## src/rtl/ctl_pkg.sv

```systemverilog
package ctl_pkg;
  localparam int OP_W     = 6;
  localparam int ALUFN_W  = OP_W - 2;
  localparam int PCSEL_W  = 3;
  localparam int WDSEL_W  = 2;

  // fixed opcodes
  localparam logic [OP_W-1:0] OPC_LD  = 6'b011000;
  localparam logic [OP_W-1:0] OPC_ST  = 6'b011001;
  localparam logic [OP_W-1:0] OPC_JMP = 6'b011011;
  localparam logic [OP_W-1:0] OPC_BEQ = 6'b011100;
  localparam logic [OP_W-1:0] OPC_LDR = 6'b011111;

  // next-PC sources
  localparam logic [PCSEL_W-1:0] PC_INC = 3'd0;
  localparam logic [PCSEL_W-1:0] PC_BR  = 3'd1;
  localparam logic [PCSEL_W-1:0] PC_JT  = 3'd2;
  localparam logic [PCSEL_W-1:0] PC_ILL = 3'd3;
  localparam logic [PCSEL_W-1:0] PC_IRQ = 3'd4;

  // write-back sources
  localparam logic [WDSEL_W-1:0] WD_PC  = 2'd0;
  localparam logic [WDSEL_W-1:0] WD_ALU = 2'd1;
  localparam logic [WDSEL_W-1:0] WD_MEM = 2'd2;

  localparam logic [ALUFN_W-1:0] FN_ADD = '0;

  typedef enum logic [2:0] {
    CL_OPRR, CL_OPLIT, CL_LD, CL_ST, CL_LDR, CL_JMP, CL_BEQ, CL_ILL
  } iclass_t;

  typedef struct packed {
    logic [PCSEL_W-1:0] pc_sel;
    logic               ra2_sel;
    logic               a_sel;
    logic               b_sel;
    logic [WDSEL_W-1:0] wd_sel;
    logic [ALUFN_W-1:0] alu_fn;
    logic               xp_sel;
    logic               mem_we;
    logic               rf_we;
  } ctl_t;

  function automatic iclass_t classify(logic [OP_W-1:0] op);
    iclass_t c;
    if (op[OP_W-1])            c = op[OP_W-2] ? CL_OPLIT : CL_OPRR;
    else if (op == OPC_LD)     c = CL_LD;
    else if (op == OPC_ST)     c = CL_ST;
    else if (op == OPC_LDR)    c = CL_LDR;
    else if (op == OPC_JMP)    c = CL_JMP;
    else if (op == OPC_BEQ)    c = CL_BEQ;
    else                       c = CL_ILL;
    return c;
  endfunction

  // control word used on exception entry: save PC+4 in the exception pointer
  function automatic ctl_t trap_word(logic [PCSEL_W-1:0] vec);
    ctl_t t;
    t        = '0;
    t.pc_sel = vec;
    t.xp_sel = 1'b1;
    t.wd_sel = WD_PC;
    t.rf_we  = 1'b1;
    return t;
  endfunction
endpackage

```

## src/rtl/ctl_class_decode.sv

```systemverilog
module ctl_class_decode
  import ctl_pkg::*;
(
  input  logic [OP_W-1:0] op_i,
  output iclass_t         cls_o,
  output logic            illegal_o
);
  assign cls_o     = classify(op_i);
  assign illegal_o = (cls_o == CL_ILL);
endmodule

```

## src/rtl/ctl_field_gen.sv

```systemverilog
module ctl_field_gen
  import ctl_pkg::*;
(
  input  iclass_t            cls_i,
  input  logic [ALUFN_W-1:0] op_lo_i,
  input  logic               zero_i,
  output ctl_t               ctl_o
);
  always_comb begin
    ctl_o = '0;
    unique case (cls_i)
      CL_OPRR, CL_OPLIT: begin
        ctl_o.alu_fn = op_lo_i;
        ctl_o.b_sel  = (cls_i == CL_OPLIT);
        ctl_o.wd_sel = WD_ALU;
        ctl_o.rf_we  = 1'b1;
      end
      CL_LD: begin
        ctl_o.b_sel  = 1'b1;
        ctl_o.alu_fn = FN_ADD;
        ctl_o.wd_sel = WD_MEM;
        ctl_o.rf_we  = 1'b1;
      end
      CL_ST: begin
        ctl_o.b_sel   = 1'b1;
        ctl_o.ra2_sel = 1'b1;
        ctl_o.alu_fn  = FN_ADD;
        ctl_o.mem_we  = 1'b1;
      end
      CL_LDR: begin
        ctl_o.a_sel  = 1'b1;
        ctl_o.alu_fn = FN_ADD;
        ctl_o.wd_sel = WD_MEM;
        ctl_o.rf_we  = 1'b1;
      end
      CL_JMP: begin
        ctl_o.pc_sel = PC_JT;
        ctl_o.wd_sel = WD_PC;
        ctl_o.rf_we  = 1'b1;
      end
      CL_BEQ: begin
        ctl_o.pc_sel = zero_i ? PC_BR : PC_INC;
        ctl_o.wd_sel = WD_PC;
        ctl_o.rf_we  = 1'b1;
      end
      default: ctl_o = trap_word(PC_ILL);
    endcase
  end
endmodule

```

## src/rtl/ctl_exc_override.sv

```systemverilog
module ctl_exc_override
  import ctl_pkg::*;
(
  input  logic irq_i,
  input  logic illegal_i,
  input  ctl_t normal_i,
  output ctl_t ctl_o
);
  always_comb begin
    if (irq_i)          ctl_o = trap_word(PC_IRQ);
    else if (illegal_i) ctl_o = trap_word(PC_ILL);
    else                ctl_o = normal_i;
  end
endmodule

```

## src/rtl/ctl_decoder.sv

```systemverilog
module ctl_decoder
  import ctl_pkg::*;
(
  input  logic [OP_W-1:0]    op_i,
  input  logic               zero_i,
  input  logic               irq_i,
  output logic [PCSEL_W-1:0] pc_sel_o,
  output logic               ra2_sel_o,
  output logic               a_sel_o,
  output logic               b_sel_o,
  output logic [WDSEL_W-1:0] wd_sel_o,
  output logic [ALUFN_W-1:0] alu_fn_o,
  output logic               xp_sel_o,
  output logic               mem_we_o,
  output logic               rf_we_o
);
  iclass_t cls;
  logic    illegal;
  ctl_t    normal_ctl;
  ctl_t    final_ctl;

  ctl_class_decode u_cls (
    .op_i      (op_i),
    .cls_o     (cls),
    .illegal_o (illegal)
  );

  ctl_field_gen u_fields (
    .cls_i   (cls),
    .op_lo_i (op_i[ALUFN_W-1:0]),
    .zero_i  (zero_i),
    .ctl_o   (normal_ctl)
  );

  ctl_exc_override u_exc (
    .irq_i     (irq_i),
    .illegal_i (illegal),
    .normal_i  (normal_ctl),
    .ctl_o     (final_ctl)
  );

  assign pc_sel_o  = final_ctl.pc_sel;
  assign ra2_sel_o = final_ctl.ra2_sel;
  assign a_sel_o   = final_ctl.a_sel;
  assign b_sel_o   = final_ctl.b_sel;
  assign wd_sel_o  = final_ctl.wd_sel;
  assign alu_fn_o  = final_ctl.alu_fn;
  assign xp_sel_o  = final_ctl.xp_sel;
  assign mem_we_o  = final_ctl.mem_we;
  assign rf_we_o   = final_ctl.rf_we;

  always_comb begin

    irq_entry_chk: assert (!irq_i || (pc_sel_o == PC_IRQ && xp_sel_o && !mem_we_o))
      else $error("interrupt not taken");

    illegal_entry_chk: assert (irq_i || !illegal || (pc_sel_o == PC_ILL && xp_sel_o && !mem_we_o))
      else $error("illegal opcode not trapped");

    store_no_rf_write_chk: assert (!mem_we_o || (!rf_we_o && ra2_sel_o && !irq_i))
      else $error("memory write with register write");

    branch_needs_zero_chk: assert (pc_sel_o != PC_BR || (zero_i && op_i == OPC_BEQ))
      else $error("branch taken without zero flag");

    pcrel_reads_mem_chk: assert (!a_sel_o || wd_sel_o == WD_MEM)
      else $error("PC-relative operand without memory write-back");
  end
endmodule

```

## config.mk

```make
export PLATFORM = sky130hd
export DESIGN_NAME = ctl_decoder
export DESIGN_NICKNAME = d
export VERILOG_FILES = /design/src/rtl/ctl_pkg.sv /design/src/rtl/ctl_class_decode.sv /design/src/rtl/ctl_field_gen.sv /design/src/rtl/ctl_exc_override.sv /design/src/rtl/ctl_decoder.sv
export SDC_FILE = /design/constraint.sdc
export NUM_CORES = 1
export LEC_CHECK = 0
export BUFFER_PORTS_ARGS = -buffer_cell sky130_fd_sc_hd__buf_2
export CAP_MARGIN = 40
export CELL_PAD_IN_SITES_DETAIL_PLACEMENT = 1
export CELL_PAD_IN_SITES_GLOBAL_PLACEMENT = 1
export CORE_AREA = 5 5 42 44
export DETAILED_ROUTE_END_ITERATION = 10
export DIE_AREA = 0 0 47 49
export PLACE_DENSITY = 0.65
export SLEW_MARGIN = 20
export SYNTH_ARGS = -nofsm -noshare
export SYNTH_HDL_FRONTEND = slang
export SYNTH_SLANG_ARGS = --single-unit
```

## constraint.sdc

```tcl
create_clock -name vclk -period 1.4
set_clock_uncertainty 0.15 [all_clocks]
set_input_delay 0.21 -clock vclk [all_inputs]
set_output_delay 0.21 -clock vclk [all_outputs]
set_load 0.01 [all_outputs]
```

; Word-level counts from Yosys, hierarchy flattened
; Index checks and enable logic that the tools add are counted.
[word_totals]
output_inout_bits = 15
in_bits = 8
elab_cells = 36
ff_bits = 0
[op_classes]
reduce_logical = 6
eq_ne = 12
n_mux = 18
[ops]
columns = op, count
row1 = 6-bit by 5-bit equality test with 1-bit output (second input constant), 5
row2 = 15-bit 2-to-1 mux, 2
row3 = 3-bit 2-to-1 mux, 5
row4 = 3-bit equality test (second input constant), 4
row5 = 3-bit one-hot mux with 3 select lines, 1
row6 = 1-bit 2-to-1 mux, 7
row7 = 7-bit OR reduction, 1
row8 = 3-bit by 2-bit equality test with 1-bit output (second input constant), 2
row9 = 2-bit OR reduction, 3
row10 = 5-bit OR reduction, 1
row11 = 4-bit 2-to-1 mux, 1
row12 = 2-bit one-hot mux with 2 select lines, 1
row13 = 3-bit by 1-bit equality test with 1-bit output (second input constant), 1
row14 = 3-bit logical NOT, 1
row15 = 1-bit one-hot mux with 2 select lines, 1

; Logic depth before layout (Yosys ltp)
[logic_depth]
depth_word = 12
depth_mapped = 4
depth_no_buf = 3

; Modules after synthesis
; From an unflattened synthesis, not the netlist that was laid out.
[hier_totals]
cells_unflattened = 50
hier_area_um2 = 317.8
[modules_own_cells]
columns = module, n_inst, cells_per_inst, seq_area_each_um2, area_each_um2
row1 = ctl_field_gen, 1, 20, 0.0, 117.6
row2 = ctl_exc_override, 1, 19, 0.0, 113.9
row3 = ctl_class_decode, 1, 11, 0.0, 86.3

; Least setup slack after synthesis
; No wires, ideal clock.
[synth_timing]
path_type = input-to-output
start = input op_i[4]
end = output ra2_sel_o
slack_ns = -0.098
path_buffers = 1
stages = 4
arrival_time_ns = 1.138
required_ns = 1.040
cell_sequence = nand2_2 > or4b_4 > nor3_2 > buf_4
[synth_via]
elab_chain_cells = 11
[synth_lines]
columns = item, line
row1 = "start, declared", ctl_decoder.sv:4  ; input logic [OP_W-1:0] op_i,
row2 = 6-bit by 5-bit equality test with 1-bit output, ctl_pkg.sv:51  ; else if (op == OPC_BEQ) c = CL_BEQ;
row3 = 1-bit 2-to-1 mux, ctl_pkg.sv:51
row4 = 3-bit 2-to-1 mux, ctl_pkg.sv:50  ; else if (op == OPC_JMP) c = CL_JMP;
row5 = 3-bit 2-to-1 mux, ctl_pkg.sv:49  ; else if (op == OPC_LDR) c = CL_LDR;
row6 = 3-bit 2-to-1 mux, ctl_pkg.sv:48  ; else if (op == OPC_ST) c = CL_ST;
row7 = 3-bit 2-to-1 mux, ctl_pkg.sv:47  ; else if (op == OPC_LD) c = CL_LD;
row8 = 3-bit 2-to-1 mux *, ctl_pkg.sv:46  ; if (op[OP_W-1]) c = op[OP_W-2] ? CL_OPLIT : CL_OPRR;
row9 = 3-bit by 2-bit equality test with 1-bit output, ctl_field_gen.sv:11  ; unique case (cls_i)
row10 = 1-bit 2-to-1 mux, ctl_field_gen.sv:11
row11 = 15-bit 2-to-1 mux *, ctl_exc_override.sv:11  ; else if (illegal_i) ctl_o = trap_word(PC_ILL);
row12 = 15-bit 2-to-1 mux *, ctl_exc_override.sv:10  ; if (irq_i) ctl_o = trap_word(PC_IRQ);
row13 = "end, declared", ctl_decoder.sv:8  ; output logic ra2_sel_o,
; Every way passes the cells marked *; elsewhere a longest branch is shown, timed or not.

; Worst setup path after layout
[layout_timing]
start = input op_i[5]
end = output ra2_sel_o
; The elaborated chain is that of the path after synthesis.

==> reports/summary.txt <==
Syn Nets -> 39
Vias in the first global route -> 313
Critical path's slowest cell -> or4b_4
Seq. cell area -> 0 um2
Critical path type -> in -> out
Vias/cell -> 4.526
Xor and xnor area share after synthesis -> 0%
Worst Path Required -> 1.04 ns
Tot GR Track Use -> 7.865%
Area share of fa/ha/maj cells after synthesis -> 0%
Slew Viols, Final -> 0
Setup TNS Final -> -0.4595 ns
Final Setup Violations -> 5
Synthesized area per cell -> 7.265 um2
Number of fill cells -> 180
Fraction of layout cells with a size suffix above 1 -> 80.00%
Crit path depth -> 4
Pleak -> 0.2593 nW
Synthesis warning total -> 0
Die width -> 47 um
# rows -> 14
Final Cell Area -> 535.5 um2
Wirelength per Cell -> 12.70 um
Peak VDD IR -> 0.1227 mV
Pre-antenna DRT Iters -> 2
Synth area leader -> and2_1
Chip height -> 49 um
Hpwl dp -> 772.2 um
Core ar. -> 0.001401 mm2
Pre-CTS WS -> -0.1845 ns
Largest family of logic cells by synthesized area -> simple AND/OR/NAND/NOR gates
Failing checks -> negative setup slack
Critical Path Sink Type -> output pin
CP Capture Point -> ra2_sel_o
Synth area leaders -> and2_1, a2111oi_2, buf_4, nor3b_1, nand2b_4
Crit path largest cell delay -> 0.56 ns
RD Place Congestion -> 0.7807
Setup ws final -> -0.1013 ns
Synth top area share -> 11.11%
FF+latch count -> 0
Type of the tightest min-delay check -> in -> out
Cells after DPL -> 75
Final Hold Vio Count -> 0
Area of the multi-input gates -> 271.5 um2
Total wire length -> 965 um
Initial Utilization -> 16.07%
Critical path origin -> op_i[5]
Tmin final -> 1.501 ns
Sequential share of the synthesized area -> 0%
Part of the cycle the worst path needs -> 107.2%
Worst setup SP type -> input pin
DRT antenna net count -> 0
Multiplexer area fraction after synthesis -> 0%
Maximum fanout along the worst path -> 3
MaxCap Viol Count -> 0
Crit path cell chain -> buf_6, or4b_4, nor3_4, buf_2
Violation count after the first detailed-route iteration -> 1
ANT cells -> 0
Die ar. -> 0.002303 mm2
Max Freq -> 0.6661 GHz
Post-layout instance count excluding filler cells -> 76
Initial antenna violation count -> 0
Tot Pwr -> 0.0001376 W
Clock buffer count -> 0
Fin nets -> 70
WP buf/inv -> 2
Hold-fix buffer count after cts -> 0
Area of placed instances -> 420.4 um2
Number of I/O port buffers -> 23
Cell area after synthesis -> 225.2 um2
Slew margin rel. -> 85.44%
Hold_sp -> op_i[5]
Worst EP arrival -> 1.14 ns
CP top delay family -> simple AND/OR/NAND/NOR gates
Via count -> 344
Synth Area in Compound Gates -> 25.00%
Total power per unit cell area -> 257.0 mW/mm2
Slew @ Worst Pin -> 0.2185 ns
Io pins -> 23
Run status -> finished with violations
RSZ-0062 raised after global routing -> true
Distinct cell type count after synthesis -> 24
# DRC -> 0
Largest net degree at the start of global routing -> 9
Mapped Cells -> 31
Simple-gate share of the synthesized area -> 61.11%
First-pass GRT wire length -> 1462 um
Area delta synth->final -> 137.8%
GR Overflow Total -> 0
==> tightest hold or removal path, stage by stage <==
cell    delay, ns
buf_6        0.07
or4b_4       0.14
nor3_4       0.04
buf_2        0.13
==> cell families after synthesis <==
| group | after synthesis |
|---|---|
| simple gates | 20 |
| compound gates | 7 |
| buf+inv | 4 |
==> how the worst min path moves through the flow <==
stage / to / slack [ns] / depth (start not counted)
after global routing: mem_we_o / 0.65 / 4
after CTS: mem_we_o / 0.64 / 4
final: mem_we_o / 0.64 / 4
after floorplan: wd_sel_o[1] / 0.29 / 1
after global placement: pc_sel_o[2] / 0.65 / 3
after detailed placement: pc_sel_o[2] / 0.65 / 3
==> where the power goes <==
group	internal [W]	switching [W]	leakage, nW
logic	0.0000739	0.0000637	0.259
clock network	0	0	0
registers	0	0	0
==> repair_timing <==
| item | in CTS | in global routing |
|---|---|---|
| pin swaps | 5 | 3 |
| buffers inserted | 1 | 0 |
| setup endpoints to repair | 8 | 13 |
| resized for setup | 10 | 12 |
==> synthesized netlist by cell type (all sizes together) <==
cell type and instances:
a21oi 2, nor2b 1, and2 4, nand2 2, nand3b 1, nand2b 2
or4b 1, nor3b 2, or3 1, or2 1, nor2 2, buf 4
a41oi 1, nand3 1, a2111oi 1, a21o 1, nor3 2, o21ai 1
o2111ai 1
==> layer usage <==
metal  track usage [%]  vias to the layer above  routed length [um]
met5                 0                        -                   0
met4                 0                        0                   0
met3                 0                        0                  72
met2             12.67                       14                 490
met1             12.20                      159                 402
li1                  -                      171                   -
==> through the flow <==
step	hold slack [ns]	util, %
final	0.6384	38.21
after global placement	0.6500	30.00
after global routing	0.6531	38.21
after CTS	0.6416	34.02
after detailed placement	0.6469	30.00
after floorplan	0.2913	-
==> cell usage in the layout, fill, tap and decap left out, types with 2 or more instances in the layout <==
master | netlist | final
buf_2 | 1 | 15
nor3b_2 | 0 | 2
buf_4 | 2 | 9
buf_6 | 1 | 9
and2_1 | 4 | 4
nand2b_4 | 1 | 2
==> final cells by class <==
class / count / area share, %
Multi-Input combinational cell: 27 / 50.70
Timing Repair Buffer: 33 / 45.56
Tap cell: 16 / 3.738
No activity file was read; power rests on OpenSTA's default activity.
